File: src/rtl/ovr_pkg.sv
package ovr_pkg;

   // device mode codes as driven by the mode sequencer
   typedef enum logic [2:0] {
      MD_INIT     = 3'd0,
      MD_NORMAL   = 3'd1,
      MD_STOP     = 3'd2,
      MD_SLEEP    = 3'd3,
      MD_RESTART  = 3'd4,
      MD_FAILSAFE = 3'd5
   } dev_mode_e;

   // reaction state of this block
   typedef enum logic [1:0] {
      RX_IDLE    = 2'd0,
      RX_RESTART = 2'd1,
      RX_LATCH   = 2'd2
   } react_st_e;

   // detection window: only the active supply modes watch the rail
   function automatic logic ov_mode_ok(input logic [2:0] m);
      return (m == MD_INIT) || (m == MD_NORMAL) || (m == MD_STOP);
   endfunction

endpackage

File: src/rtl/ovr_status_reg.sv
module ovr_status_reg #(
   parameter bit SET_OVER_CLR = 1'b1
) (
   input  logic clk,
   input  logic rst_n,
   input  logic set_i,
   input  logic clr_i,
   input  logic en_wr,
   input  logic en_wdata,
   input  logic en_hwclr,
   output logic sts_o,
   output logic en_o
);

   logic sts_q;
   logic en_q;

   // sticky status: the priority between set and clear is a build option
   generate
      if (SET_OVER_CLR) begin : g_set_wins
         always_ff @(posedge clk or negedge rst_n) begin
            if (!rst_n)      sts_q <= 1'b0;
            else if (set_i)  sts_q <= 1'b1;
            else if (clr_i)  sts_q <= 1'b0;
         end
      end else begin : g_clr_wins
         always_ff @(posedge clk or negedge rst_n) begin
            if (!rst_n)      sts_q <= 1'b0;
            else if (clr_i)  sts_q <= 1'b0;
            else if (set_i)  sts_q <= 1'b1;
         end
      end
   endgenerate

   // reaction enable: hardware self-clear beats a software write
   always_ff @(posedge clk or negedge rst_n) begin
      if (!rst_n)         en_q <= 1'b0;
      else if (en_hwclr)  en_q <= 1'b0;
      else if (en_wr)     en_q <= en_wdata;
   end

   assign sts_o = sts_q;
   assign en_o  = en_q;

endmodule

File: src/rtl/ovr_delay_cnt.sv
module ovr_delay_cnt #(
   parameter int W = 8
) (
   input  logic         clk,
   input  logic         rst_n,
   input  logic         load,
   input  logic [W-1:0] load_val,
   input  logic         run,
   output logic         done
);

   localparam logic [W-1:0] ZERO = '0;
   localparam logic [W-1:0] ONE  = {{(W-1){1'b0}}, 1'b1};

   logic [W-1:0] cnt_q;

   always_ff @(posedge clk or negedge rst_n) begin
      if (!rst_n)                     cnt_q <= ZERO;
      else if (load)                  cnt_q <= load_val;
      else if (run && cnt_q != ZERO)  cnt_q <= cnt_q - ONE;
   end

   assign done = run && (cnt_q == ZERO);

endmodule

File: src/rtl/ovr_react_fsm.sv
module ovr_react_fsm
   import ovr_pkg::*;
(
   input  logic clk,
   input  logic rst_n,
   input  logic detect,
   input  logic armed,
   input  logic strap,
   input  logic dly_done,
   output logic take_restart,
   output logic dly_run,
   output logic restart_o,
   output logic latch_o,
   output logic resume_o
);

   react_st_e st_q, st_d;
   logic      resume_q;
   logic      take_latch;

   // a reaction starts only from idle, so a busy block ignores new events
   assign take_restart = (st_q == RX_IDLE) && detect && armed && strap;
   assign take_latch   = (st_q == RX_IDLE) && detect && armed && !strap;

   always_comb begin
      st_d = st_q;
      unique case (st_q)
         RX_IDLE: begin
            if (take_restart)     st_d = RX_RESTART;
            else if (take_latch)  st_d = RX_LATCH;
         end
         RX_RESTART: begin
            if (dly_done)         st_d = RX_IDLE;
         end
         RX_LATCH:                st_d = RX_LATCH;
         default:                 st_d = RX_IDLE;
      endcase
   end

   always_ff @(posedge clk or negedge rst_n) begin
      if (!rst_n) begin
         st_q     <= RX_IDLE;
         resume_q <= 1'b0;
      end else begin
         st_q     <= st_d;
         resume_q <= (st_q == RX_RESTART) && dly_done;
      end
   end

   assign dly_run   = (st_q == RX_RESTART);
   assign restart_o = (st_q == RX_RESTART);
   assign latch_o   = (st_q == RX_LATCH);
   assign resume_o  = resume_q;

endmodule

File: src/rtl/ovr_fault_ctrl.sv
module ovr_fault_ctrl #(
   parameter int DLY_W        = 8,
   parameter bit SET_OVER_CLR = 1'b1
) (
   input  logic             clk,
   input  logic             rst_n,
   input  logic             ov_evt,
   input  logic [2:0]       mode_i,
   input  logic             strap_cfg,
   input  logic [DLY_W-1:0] delay_cfg,
   input  logic             en_wr,
   input  logic             en_wdata,
   input  logic             sts_w1c,
   output logic             ov_sts,
   output logic             rst_en,
   output logic             restart_req,
   output logic             failsafe_req,
   output logic             fault_act,
   output logic             resume_normal
);

   localparam int MAX_DLY_W = 24;

   generate
      if (DLY_W < 1 || DLY_W > MAX_DLY_W) begin : g_bad_width
         $error("ovr_fault_ctrl: DLY_W out of range");
      end
   endgenerate

   logic detect;
   logic take_restart;
   logic dly_run;
   logic dly_done;
   logic en_q;

   assign detect = ov_evt && ovr_pkg::ov_mode_ok(mode_i);

   ovr_status_reg #(
      .SET_OVER_CLR (SET_OVER_CLR)
   ) u_sts (
      .clk      (clk),
      .rst_n    (rst_n),
      .set_i    (detect),
      .clr_i    (sts_w1c),
      .en_wr    (en_wr),
      .en_wdata (en_wdata),
      .en_hwclr (take_restart),
      .sts_o    (ov_sts),
      .en_o     (en_q)
   );

   ovr_react_fsm u_fsm (
      .clk          (clk),
      .rst_n        (rst_n),
      .detect       (detect),
      .armed        (en_q),
      .strap        (strap_cfg),
      .dly_done     (dly_done),
      .take_restart (take_restart),
      .dly_run      (dly_run),
      .restart_o    (restart_req),
      .latch_o      (failsafe_req),
      .resume_o     (resume_normal)
   );

   ovr_delay_cnt #(
      .W (DLY_W)
   ) u_dly (
      .clk      (clk),
      .rst_n    (rst_n),
      .load     (take_restart),
      .load_val (delay_cfg),
      .run      (dly_run),
      .done     (dly_done)
   );

   assign rst_en    = en_q;
   assign fault_act = restart_req || failsafe_req;

endmodule

File: config.mk
export PLATFORM = sky130hd
export DESIGN_NAME = ovr_fault_ctrl
export DESIGN_NICKNAME = d
export VERILOG_FILES = /design/src/rtl/ovr_pkg.sv /design/src/rtl/ovr_status_reg.sv /design/src/rtl/ovr_delay_cnt.sv /design/src/rtl/ovr_react_fsm.sv /design/src/rtl/ovr_fault_ctrl.sv
export SDC_FILE = /design/constraint.sdc
export NUM_CORES = 1
export LEC_CHECK = 0
export BUFFER_PORTS_ARGS = -buffer_cell sky130_fd_sc_hd__clkbuf_2
export CORE_MARGIN = 1.5
export CORE_UTILIZATION = 45
export CTS_BUF_LIST = sky130_fd_sc_hd__clkbuf_4
export DETAILED_ROUTE_END_ITERATION = 8
export GPL_ROUTABILITY_DRIVEN = 0
export MAX_ROUTING_LAYER = met4
export PLACE_DENSITY_LB_ADDON = 0.1
export SLEW_MARGIN = 20
export SYNTH_ARGS = -nofsm -noshare
export SYNTH_HDL_FRONTEND = slang
export SYNTH_SLANG_ARGS = --single-unit
export TNS_END_PERCENT = 100
File: constraint.sdc
create_clock -name clk -period 1.9 [get_ports clk]
set_clock_uncertainty 0.1 [all_clocks]
set_input_delay 0.19 -clock clk [delete_from_list [all_inputs] [get_ports clk]]
set_output_delay 0.19 -clock clk [all_outputs]
set_load 0.02 [all_outputs]
==> results of run 1 <==
-- area by class of cell --
| cell class | instances | share of cell area (%) |
|---|---|---|
| Multi-Input combinational cell | 63 | 44.5 |
| Sequential cell | 13 | 32.0 |
| Timing Repair Buffer | 29 | 16.2 |
| Clock buffer | 4 | 2.95 |
| Inverter | 6 | 2.21 |
| Tap cell | 17 | 2.09 |
-- state kept, by name, indices dropped and copies added, names as in the netlist --
signal          count
u_dly.cnt_q         8
u_fsm.st_q          2
u_fsm.resume_o      1
u_sts.en_o          1
u_sts.sts_o         1
-- worst max-delay path by stage --
stage              startpoint        endpoint  slack (ps)  depth (start not counted)
4_1_cts        u_dly.cnt_q[0]  u_dly.cnt_q[4]          80                          6
3_5_place_dp   u_dly.cnt_q[0]  u_dly.cnt_q[4]         100                          6
5_1_grt        u_dly.cnt_q[1]   u_fsm.st_q[1]          30                          5
6_report        u_fsm.st_q[1]  u_dly.cnt_q[5]         120                          6
2_1_floorplan   u_fsm.st_q[0]  u_dly.cnt_q[5]         200                          6
3_3_place_gp   u_dly.cnt_q[0]  u_dly.cnt_q[4]         110                          6
-- synth_stat cells (all sizes together) (2+ instances only) --
library cell	count	area, sq um
or4	2	18.8
nor3b	2	15.0
inv	6	22.5
and3	2	12.5
nand4b	2	17.5
nand2	9	33.8
nor2	4	15.0
o211ai	2	20.0
ha	5	62.6
o21ai	10	53.8
xor2	3	26.3
a21oi	3	15.0
dfrtp	13	325
o21a	2	15.0
-- critical path, stage by stage, from the launching register on --
cell	delay, ps
sky130_fd_sc_hd__dfrtp_1	380
sky130_fd_sc_hd__inv_1	70
sky130_fd_sc_hd__ha_1	210
sky130_fd_sc_hd__and3_1	160
sky130_fd_sc_hd__and4b_1	210
sky130_fd_sc_hd__or4_1	500
sky130_fd_sc_hd__nand3_1	90
-- cell families after synthesis --
group,synth area share (%)
AOI/OAI and AO/OA,19.1
muxes,1.25
buffers and inverters,3.29
adders and majority gates,7.84
and+or+nand+nor,23.4
DFF,40.8
xor gates and xnor gates,4.39
-- what timing repair did --
| item | in CTS | in global routing |
|---|---|---|
| gates resized for setup | 0 | 2 |
| setup endpoints to repair | 0 | 2 |
| endpoints found under the hold margin | 14 | 0 |
| hold buffers | 2 | 0 |
-- power breakdown --
part,switching (uW),internal [uW],total [uW]
registers,127,372,499
logic,184,179,363
clock network,85.1,95.5,181
-- through the flow --
step,power [uW],cell area (sq um)
finish,1040,1020
global route,1130,1020
CTS,1050,1010
detailed placement,853,961
global placement,843,961
floorplan,735,798
-- per-layer routing --
metal	global-route usage (%)	routed length [um]
met1	23.4	742
met2	29.7	825
met3	3.60	66
met4	8.82	29
met5	-	0
==> metrics, run 1 <==
sequential area share after synthesis=40.8%; endpoint required time on the critical path=2010 ps; multi-input logic area=453 sq um; Std-Cell Core Area=~1700 sq um; upper clock frequency limit=562 MHz; worst setup slack after placement=100 ps; worst hold path startpoint=delay_cfg[0]; clock period minus worst slack=around 1800 ps; initial cell density of the core=47.3%; worst-path maximum fanout=3; type of the worst setup path=flop to flop; count of buffers inserted at the top-level ports=23; diode count=0; number of warnings issued by yosys=0; total I/O pin count=24; mean number of vias per cell=5.58; share of flip-flops with an asynchronous set or reset after synthesis=100%; Post-Synthesis Mean Instance Area=just under 10 sq um; max-capacitance violation count=0; number of global-route vias before repair=between 600 and 700; pin count of the biggest net entering global routing=14; die area=2040 sq um; critical path arrival=1890 ps; post-layout net count=139; total overflow reported by the global router=0; actual slew at the worst max-slew pin=between 400 and 500 ps; peak supply drop=~0.00052 V; static leakage=0.000472 uW; remaining design rule violation count=0; insertion delay to the later sink of the worst-skew pair=270 ps; path type of the worst min-delay path=input pin to flop; commonest cells after routing, fill and taps aside=sky130_fd_sc_hd__clkbuf_2, sky130_fd_sc_hd__dfrtp_1, sky130_fd_sc_hd__nand2_1, sky130_fd_sc_hd__inv_1, sky130_fd_sc_hd__ha_1; register clock-pin slew on the reported worst setup and hold paths=80 ps; nature of the critical path endpoint=flop; Tot GR Track Use=around a fifth; share of the cycle needed by the critical path after routing=93.6%; H-tree depth=1; DRT antenna net count=0; clock tree buffer depth=2; pins over their slew limit=0; ratio of total power to cell area=1020 nW/um^2; EDFF count, synth=0; origin of the critical flop-to-flop path=u_fsm.st_q[1]; setup TNS=0 ps; Util after Layout=roughly 60%; hold slack final=23.4 ps; setup slack after layout=121 ps; detailed router's first-iteration violation count=1; standard-cell row count=15; layout filler cell count=153; remaining max-slew budget at the tightest pin=69.8%; Hold Fails Final Rpt=0; global-route wire length before repair=2.70 mm; leading cell type in the layout, fill and taps excluded=sky130_fd_sc_hd__clkbuf_2; Detailed Route WL=1.66 mm; HPWL after detailed placement=1.31 mm; initial antenna violation count=0; router iterations before antenna repair=4; total setup buffers inserted after CTS=0; vias=737; Die Ht=45.1 um; number of nets in the synthesized netlist=roughly 110; netlist area before placement=around 800 sq um; count of mapped cells out of synthesis=83; Inserted Clock Buffers=3; Cell Count, Final, Fillers Out=around 130; logic depth of the worst register-to-register path=6; register area=325 sq um; Horiz. Die Dim=45.1 um; reg-to-reg endpoint=u_dly.cnt_q[5]; Setup Viol. Count Final=0; clock tree from TritonCTS=yes; Inst Count DP=between 100 and 150; result of the run=completed; worst-case hold path end point=u_dly.cnt_q[0]; Distinct cells, synth=36; layout overhead on the synthesized area=27.4%; startpoint type of the worst setup path=flop; CTS root buffer=sky130_fd_sc_hd__clkbuf_4; Clock Sinks=13; hold depth=3; reg-to-reg setup timing slack=120 ps; Top FF cell, synth=sky130_fd_sc_hd__dfrtp_1; post-detailed-route wirelength per cell=12.6 um; setup repair after global routing missed its margin=no; post-synthesis register bit count=13; fraction of layout cells with a size suffix above 1=33.0%
(Power assumes the default switching activity.)
==> inputs of run 2 (changes only) <==
--- a/config.mk
+++ b/config.mk
@@ -5,6 +5,7 @@
 export SDC_FILE = /design/constraint.sdc
 export NUM_CORES = 1
 export LEC_CHECK = 0
+export ABC_AREA = 1
 export BUFFER_PORTS_ARGS = -buffer_cell sky130_fd_sc_hd__clkbuf_2
 export CORE_MARGIN = 1.5
 export CORE_UTILIZATION = 45
==> run 2 against run 1 <==
Combinational power up 81%. Design area is 4.6% higher. Die area is 8.0% higher. Utilization up 0.061 points. Clock power up 6%. Power rose by 26%. Non-clock buffer count fell by 4. Worst hold slack about the same. Via count grew 14%. Sequential share of layout area is 1.4 points lower. Worst setup slack better by 120 ps. Final cell count increased by 33%. Critical endpoint is now u_dly.cnt_q[2]. Largest power group is now combinational cells.
==> metrics, run 2 <==
startpoint type of the worst setup path=flop; sequential area share after synthesis=37.5%; result of the run=completed; dominant combinational cell family by area after synthesis=simple AND/OR/NAND/NOR gates; Setup Viol. Count Final=0; remaining max-slew budget at the tightest pin=between 70% and 80%; peak supply drop=approximately 0.00074 V; share of flip-flops with an asynchronous set or reset after synthesis=100%; router iterations before antenna repair=4; origin of the critical flop-to-flop path=u_fsm.st_q[0]; pins over their slew limit=0; critical path arrival=1730 ps; setup repair after global routing missed its margin=no; upper clock frequency limit=roughly 600 MHz; diode count=0; CTS root buffer=sky130_fd_sc_hd__clkbuf_4; reg-to-reg endpoint=u_dly.cnt_q[2]; total I/O pin count=24; leading cell types by count after synthesis=sky130_fd_sc_hd__nand2_1, sky130_fd_sc_hd__inv_1, sky130_fd_sc_hd__nand3_1, sky130_fd_sc_hd__nor2_1, sky130_fd_sc_hd__dfrtp_1; logic depth of the worst register-to-register path=9; type of the worst setup path=flop to flop; Top FF cell, synth=sky130_fd_sc_hd__dfrtp_1; leading cell type in the layout, fill and taps excluded=sky130_fd_sc_hd__nand2_1; post-synthesis register bit count=13; endpoint required time on the critical path=~2000 ps; number of warnings issued by yosys=0; post-synthesis simple-gate area fraction=38.2%; worst setup path startpoint=u_fsm.st_q[0]; DRT antenna net count=0; Util after Layout=60.3%; actual slew at the worst max-slew pin=approximately 360 ps; post-detailed-route wirelength per cell=10.6 um; global-route wire length before repair=3.16 mm; list of cells traversed by the critical path=inv_1 -> ha_1 -> nand2_1 -> inv_2 -> nand4_4 -> inv_2 -> nor2_1 -> nand2_1 -> nand3_1; post-synth top area share=37.5%; Die Ht=46.9 um; count of buffers inserted at the top-level ports=23; max reg flops=8; pin count of the biggest net entering global routing=14; fraction of layout cells with a size suffix above 1=a little under a quarter; Hold Fails Final Rpt=0; setup TNS=0 ps; insertion delay to the later sink of the worst-skew pair=280 ps; share of the cycle needed by the critical path after routing=roughly 88%; Distinct cells, synth=20; reg-to-reg setup timing slack=approximately 240 ps; total setup buffers inserted after CTS=0; post-layout instance area=between 1000 and 1500 sq um; detailed router's first-iteration violation count=20; post-layout net count=174; max-capacitance violation count=0; largest registers=u_dly.cnt_q x8, u_fsm.st_q x2; most repeated cell in the gate-level netlist after synthesis=sky130_fd_sc_hd__nand2_1; multi-input logic area=477 sq um; standard-cell row count=15; static leakage=0.000597 uW; initial antenna violation count=0; XOR/XNOR Fraction of Synth Area=3.03%; Crit path largest cell delay=400 ps; Std-Cell Core Area=approximately 1800 sq um; Cell Count, Final, Fillers Out=175; worst hold path startpoint=delay_cfg[3]; complex-gate fraction of the synthesized area=5.34%; layout filler cell count=189; die area=between 2000 and 2500 sq um; slowest library cell on the worst path=sky130_fd_sc_hd__dfrtp_1; setup slack after layout=~240 ps; post-synthesis mux area share=approximately 1.2%; nature of the critical path endpoint=flop; area share of fa/ha/maj cells after synthesis=7.22%; count of mapped cells out of synthesis=about 120; Inst Count DP=169; worst-case hold path end point=u_dly.cnt_q[3]; mean number of vias per cell=4.81; Horiz. Die Dim=46.9 um; EDFF count, synth=0; layout overhead on the synthesized area=22.7%; number of global-route vias before repair=773; H-tree depth=1; Detailed Route WL=1.86 mm; Clock Sinks=13; initial cell density of the core=49.1%; ranking of synthesized cells by area=sky130_fd_sc_hd__dfrtp_1, sky130_fd_sc_hd__nand2_1, sky130_fd_sc_hd__nand3_1; post-synth top area cell=sky130_fd_sc_hd__dfrtp_1; commonest cells after routing, fill and taps aside=sky130_fd_sc_hd__nand2_1, sky130_fd_sc_hd__clkbuf_2, sky130_fd_sc_hd__inv_1, sky130_fd_sc_hd__nor2_1, sky130_fd_sc_hd__nand3_1; HPWL after detailed placement=1.45 mm; path type of the worst min-delay path=input pin to flop; register area=roughly 330 sq um; total overflow reported by the global router=0; register with the most flip-flops=u_dly.cnt_q; hold depth=3; clock period minus worst slack=approximately 1700 ps; register clock-pin slew on the reported worst setup and hold paths=80 ps; vias=842; Placed Area=1010 sq um; worst-path maximum fanout=10; clock tree from TritonCTS=yes; Tot GR Track Use=between 20% and 30%; Post-Synthesis Mean Instance Area=7.17 sq um; Inserted Clock Buffers=3; netlist area before placement=867 sq um; worst setup slack after placement=240 ps; clock tree buffer depth=2; remaining design rule violation count=0; ratio of total power to cell area=1240 nW/um^2; number of nets in the synthesized netlist=~140
[run 2: changes by cell type in the layout (fill, tap and decap cells not counted), sizes merged, moves of 4 or more]
| cell | before | now |
|---|---|---|
| buf | 4 | 0 |
| inv | 6 | 16 |
| nor2 | 4 | 15 |
| nand3 | 1 | 14 |
| nand2 | 9 | 42 |
| o21ai | 10 | 5 |
[run 2: worst max-delay path: cells and delay by family, from the launching register on]
kind	cells	cell delay [ps]
fa+ha+maj	1	180
buf+inv	3	360
flops	1	400
simple gates	5	500
[run 2: how the worst max path moves through the flow]
stage | cells after the start | endpoint
final | 9 | u_dly.cnt_q[2]
after global placement | 9 | u_dly.cnt_q[3]
after global routing | 9 | u_dly.cnt_q[4]
after CTS | 9 | u_dly.cnt_q[4]
after floorplan | 9 | u_dly.cnt_q[3]
after detailed placement | 9 | u_dly.cnt_q[4]
[run 2: cell type report]
type	instances	share of cell area, %
Tap cell	25	2.94
Multi-Input combinational cell	91	44.8
Inverter	17	6.12
Timing Repair Buffer	25	12.7
Sequential cell	13	30.6
Clock buffer	4	2.82
[run 2: cell families after synthesis]
kind of cell | Yosys count
mux | 1
fa+ha+maj | 5
simple gates | 75
compound gates | 7
buf+inv | 17
flops | 13
xor+xnor | 3
[run 2: through the flow]
step                total power, uW  hold slack, ps
detailed placement             1120            9.24
global placement               1110            10.1
global route                   1450            30.4
CTS                            1320            23.5
finish                         1320            22.9
floorplan                       964            -206
[run 2: repair_timing]
action                    4_1_cts  5_1_grt
hold endpoints to repair       14        0
gates resized for setup         0        0
hold buffers                    2        0
[run 2: per-layer routing]
layer | vias to the layer above | wire length, um | GRT usage [%] | part of all wire [%]
li1 | 441 | - | - | -
met1 | 372 | 898 | 27.5 | 48
met2 | 25 | 842 | 32.3 | 45
met3 | 4 | 86 | 4.62 | 4.6
met4 | 0 | 33 | 9.44 | 1.8
met5 | - | 0 | - | 0
[run 2: report_power, final]
group / internal (uW) / leakage (uW) / switching [uW] / total (uW)
Clock: 95.9 / 0.0000184 / 95.0 / 191
Sequential: 368 / 0.000162 / 98.2 / 466
Combinational: 245 / 0.000417 / 414 / 658
==> inputs of run 3 (changes only) <==
--- a/config.mk
+++ b/config.mk
@@ -9,7 +9,6 @@
 export BUFFER_PORTS_ARGS = -buffer_cell sky130_fd_sc_hd__clkbuf_2
 export CORE_MARGIN = 1.5
 export CORE_UTILIZATION = 45
-export CTS_BUF_LIST = sky130_fd_sc_hd__clkbuf_4
 export DETAILED_ROUTE_END_ITERATION = 8
 export GPL_ROUTABILITY_DRIVEN = 0
 export MAX_ROUTING_LAYER = met4
@@ -17,5 +16,6 @@
 export SLEW_MARGIN = 20
 export SYNTH_ARGS = -nofsm -noshare
 export SYNTH_HDL_FRONTEND = slang
+export SYNTH_HIERARCHICAL = 1
 export SYNTH_SLANG_ARGS = --single-unit
 export TNS_END_PERCENT = 100
==> run 3 against run 2 <==
Via count shrank 6.7%. Sequential cell count is the same. Sequential share of layout area grew 1.6 points. Non-clock buffer count grew 1. Utilization shrank 1.7 points. Critical path type unchanged. Critical endpoint is now u_dly/cnt_q[4]. Largest power group unchanged. Highest routed layer unchanged.
==> metrics, run 3 <==
remaining design rule violation count=0; DRT antenna net count=0; reg-to-reg endpoint=u_dly/cnt_q[4]; die area=2100 sq um; Horiz. Die Dim=roughly 46 um; startpoint type of the worst setup path=flop; count of buffers inserted at the top-level ports=23; mean number of vias per cell=4.60; EDFF count, synth=0; largest registers=u_dly/cnt_q x8, u_fsm/st_q x2; setup TNS=0 ps; endpoint required time on the critical path=1970 ps; number of nets in the synthesized netlist=137; Setup Viol. Count Final=0; CTS root buffer=sky130_fd_sc_hd__clkbuf_4; register with the most flip-flops=u_dly/cnt_q; post-synth top area share=39.5%; Util after Layout=58.6%; reg-to-reg setup timing slack=about 230 ps; diode count=0; register clock-pin slew on the reported worst setup and hold paths=80 ps; static leakage=0.000572 uW; result of the run=completed; setup repair after global routing missed its margin=no; Inserted Clock Buffers=3; overall power=1290 uW; clock period minus worst slack=1670 ps; type of the worst setup path=flop to flop; Inst Count DP=165; Top FF cell, synth=sky130_fd_sc_hd__dfrtp_1; post-synth top area cell=sky130_fd_sc_hd__dfrtp_1; list of cells traversed by the critical path=inv_1 -> ha_1 -> nand2_2 -> o21ai_4 -> nand2_4 -> nand2_1 -> o21ai_2; origin of the critical flop-to-flop path=u_dly/cnt_q[0]; ranking of synthesized cells by area=sky130_fd_sc_hd__dfrtp_1, sky130_fd_sc_hd__nand2_1, sky130_fd_sc_hd__inv_1; clock tree buffer depth=2; critical path arrival=approximately 1700 ps; max reg flops=8; count of mapped cells out of synthesis=about 120; standard-cell row count=15; sequential area share after synthesis=39.5%; Cell Count, Final, Fillers Out=171; Std-Cell Core Area=1730 sq um; remaining max-slew budget at the tightest pin=~80%; post-layout net count=166; leading cell type in the layout, fill and taps excluded=sky130_fd_sc_hd__nand2_1; most repeated cell in the gate-level netlist after synthesis=sky130_fd_sc_hd__nand2_1; share of flip-flops with an asynchronous set or reset after synthesis=between 90% and 100%; actual slew at the worst max-slew pin=~330 ps; layout overhead on the synthesized area=22.8%; initial antenna violation count=0; ratio of total power to cell area=1270 nW/um^2; detailed router's first-iteration violation count=18; Post-Synthesis Mean Instance Area=6.99 sq um; Hold Fails Final Rpt=0; setup slack after layout=230 ps; path type of the worst min-delay path=input pin to flop; Detailed Route WL=between 1.5 and 2 mm; initial cell density of the core=47.8%; global-route wire length before repair=around 3 mm; number of global-route vias before repair=767; total I/O pin count=24; worst setup path startpoint=u_dly/cnt_q[0]; Tot GR Track Use=19.9%; logic depth of the worst register-to-register path=7; max-capacitance violation count=0; Clock Sinks=13; worst-path maximum fanout=9; total overflow reported by the global router=0; share of the cycle needed by the critical path after routing=87.9%; Crit path largest cell delay=around 380 ps; post-synthesis register bit count=13; layout filler cell count=182; peak supply drop=just under 0.0007 V; H-tree depth=1; leading cell types by count after synthesis=sky130_fd_sc_hd__nand2_1, sky130_fd_sc_hd__inv_1, sky130_fd_sc_hd__dfrtp_1, sky130_fd_sc_hd__nand3_1, sky130_fd_sc_hd__nor2_1; Die Ht=45.8 um; insertion delay to the later sink of the worst-skew pair=270 ps; worst setup slack after placement=233 ps; commonest cells after routing, fill and taps aside=sky130_fd_sc_hd__nand2_1, sky130_fd_sc_hd__clkbuf_2, sky130_fd_sc_hd__inv_1, sky130_fd_sc_hd__nand3_1, sky130_fd_sc_hd__dfrtp_1; vias=786; nature of the critical path endpoint=flop; netlist area before placement=825 sq um; end of the critical path=u_dly/cnt_q[4]; pins over their slew limit=0; slowest library cell on the worst path=sky130_fd_sc_hd__dfrtp_1; clock tree from TritonCTS=yes; router iterations before antenna repair=4; pin count of the biggest net entering global routing=14; fraction of layout cells with a size suffix above 1=24.7%; upper clock frequency limit=599 MHz; number of warnings issued by yosys=6; post-detailed-route wirelength per cell=just under 10 um; Distinct cells, synth=21; HPWL after detailed placement=1.32 mm
-- run 3: through the flow --
stage | hold slack (ps) | cell area [sq um]
4_1_cts | 27.4 | 1010
2_1_floorplan | -206 | 825
6_report | 30.3 | 1010
5_1_grt | 19.3 | 1010
3_5_place_dp | 11.6 | 966
3_3_place_gp | 9.90 | 966
-- run 3: final cells by class --
cell class                 count  area [sq um]  share of cell area [%]
multi-input combinational     84           415                    41.0
timing repair buffer          26           143                    14.1
tap                           25          31.3                    3.09
inverter                      19          71.3                    7.05
clock buffer                   4          26.3                    2.60
sequential                    13           325                    32.1
-- run 3: kinds of logic after synthesis --
group / Yosys count / share of synthesized area [%]
adder cells (fa/ha/maj): 1 / 1.52
buffers and inverters: 21 / 10.2
XOR/XNOR: 2 / 2.12
flip-flops: 13 / 39.5
AND/OR/NAND/NOR: 70 / 36.6
AO/OA/AOI/OAI: 11 / 10.2
-- run 3: worst min path at each step --
stage	startpoint	to	slack [ps]	cells past startpoint
after detailed placement	rst_n	u_dly/cnt_q[7]	10	1
final	delay_cfg[6]	u_dly/cnt_q[6]	30	3
after CTS	delay_cfg[6]	u_dly/cnt_q[6]	30	3
after global routing	delay_cfg[6]	u_dly/cnt_q[6]	20	3
after floorplan	rst_n	u_dly/cnt_q[0]	-210	0
after global placement	rst_n	u_fsm/resume_o	10	1
-- run 3: repair_timing --
| item | in CTS | in global routing |
|---|---|---|
| gates resized for setup | 0 | 0 |
| endpoints found under the hold margin | 14 | 0 |
| hold buffers | 2 | 0 |
| setup buffers | 0 | 0 |
-- run 3: power breakdown --
group	internal (uW)	switching (uW)
Clock	81.1	85.8
Sequential	369	83.9
Combinational	254	412
Total	704	581
-- run 3: per-layer routing --
metal	GRT usage [%]	up-vias	routed length, um
li1	-	426	-
met1	25.3	345	847
met2	32.1	13	744
met3	2.78	2	56
met4	7.43	0	7
met5	-	-	0
-- run 3: critical path, delay by kind of cell, from the launching register on --
kind / cells / cell delay, ps
AOI/OAI and AO/OA: 2 / 290
DFF: 1 / 380
adders and majority gates: 1 / 290
and+or+nand+nor: 3 / 350
buffers and inverters: 1 / 160
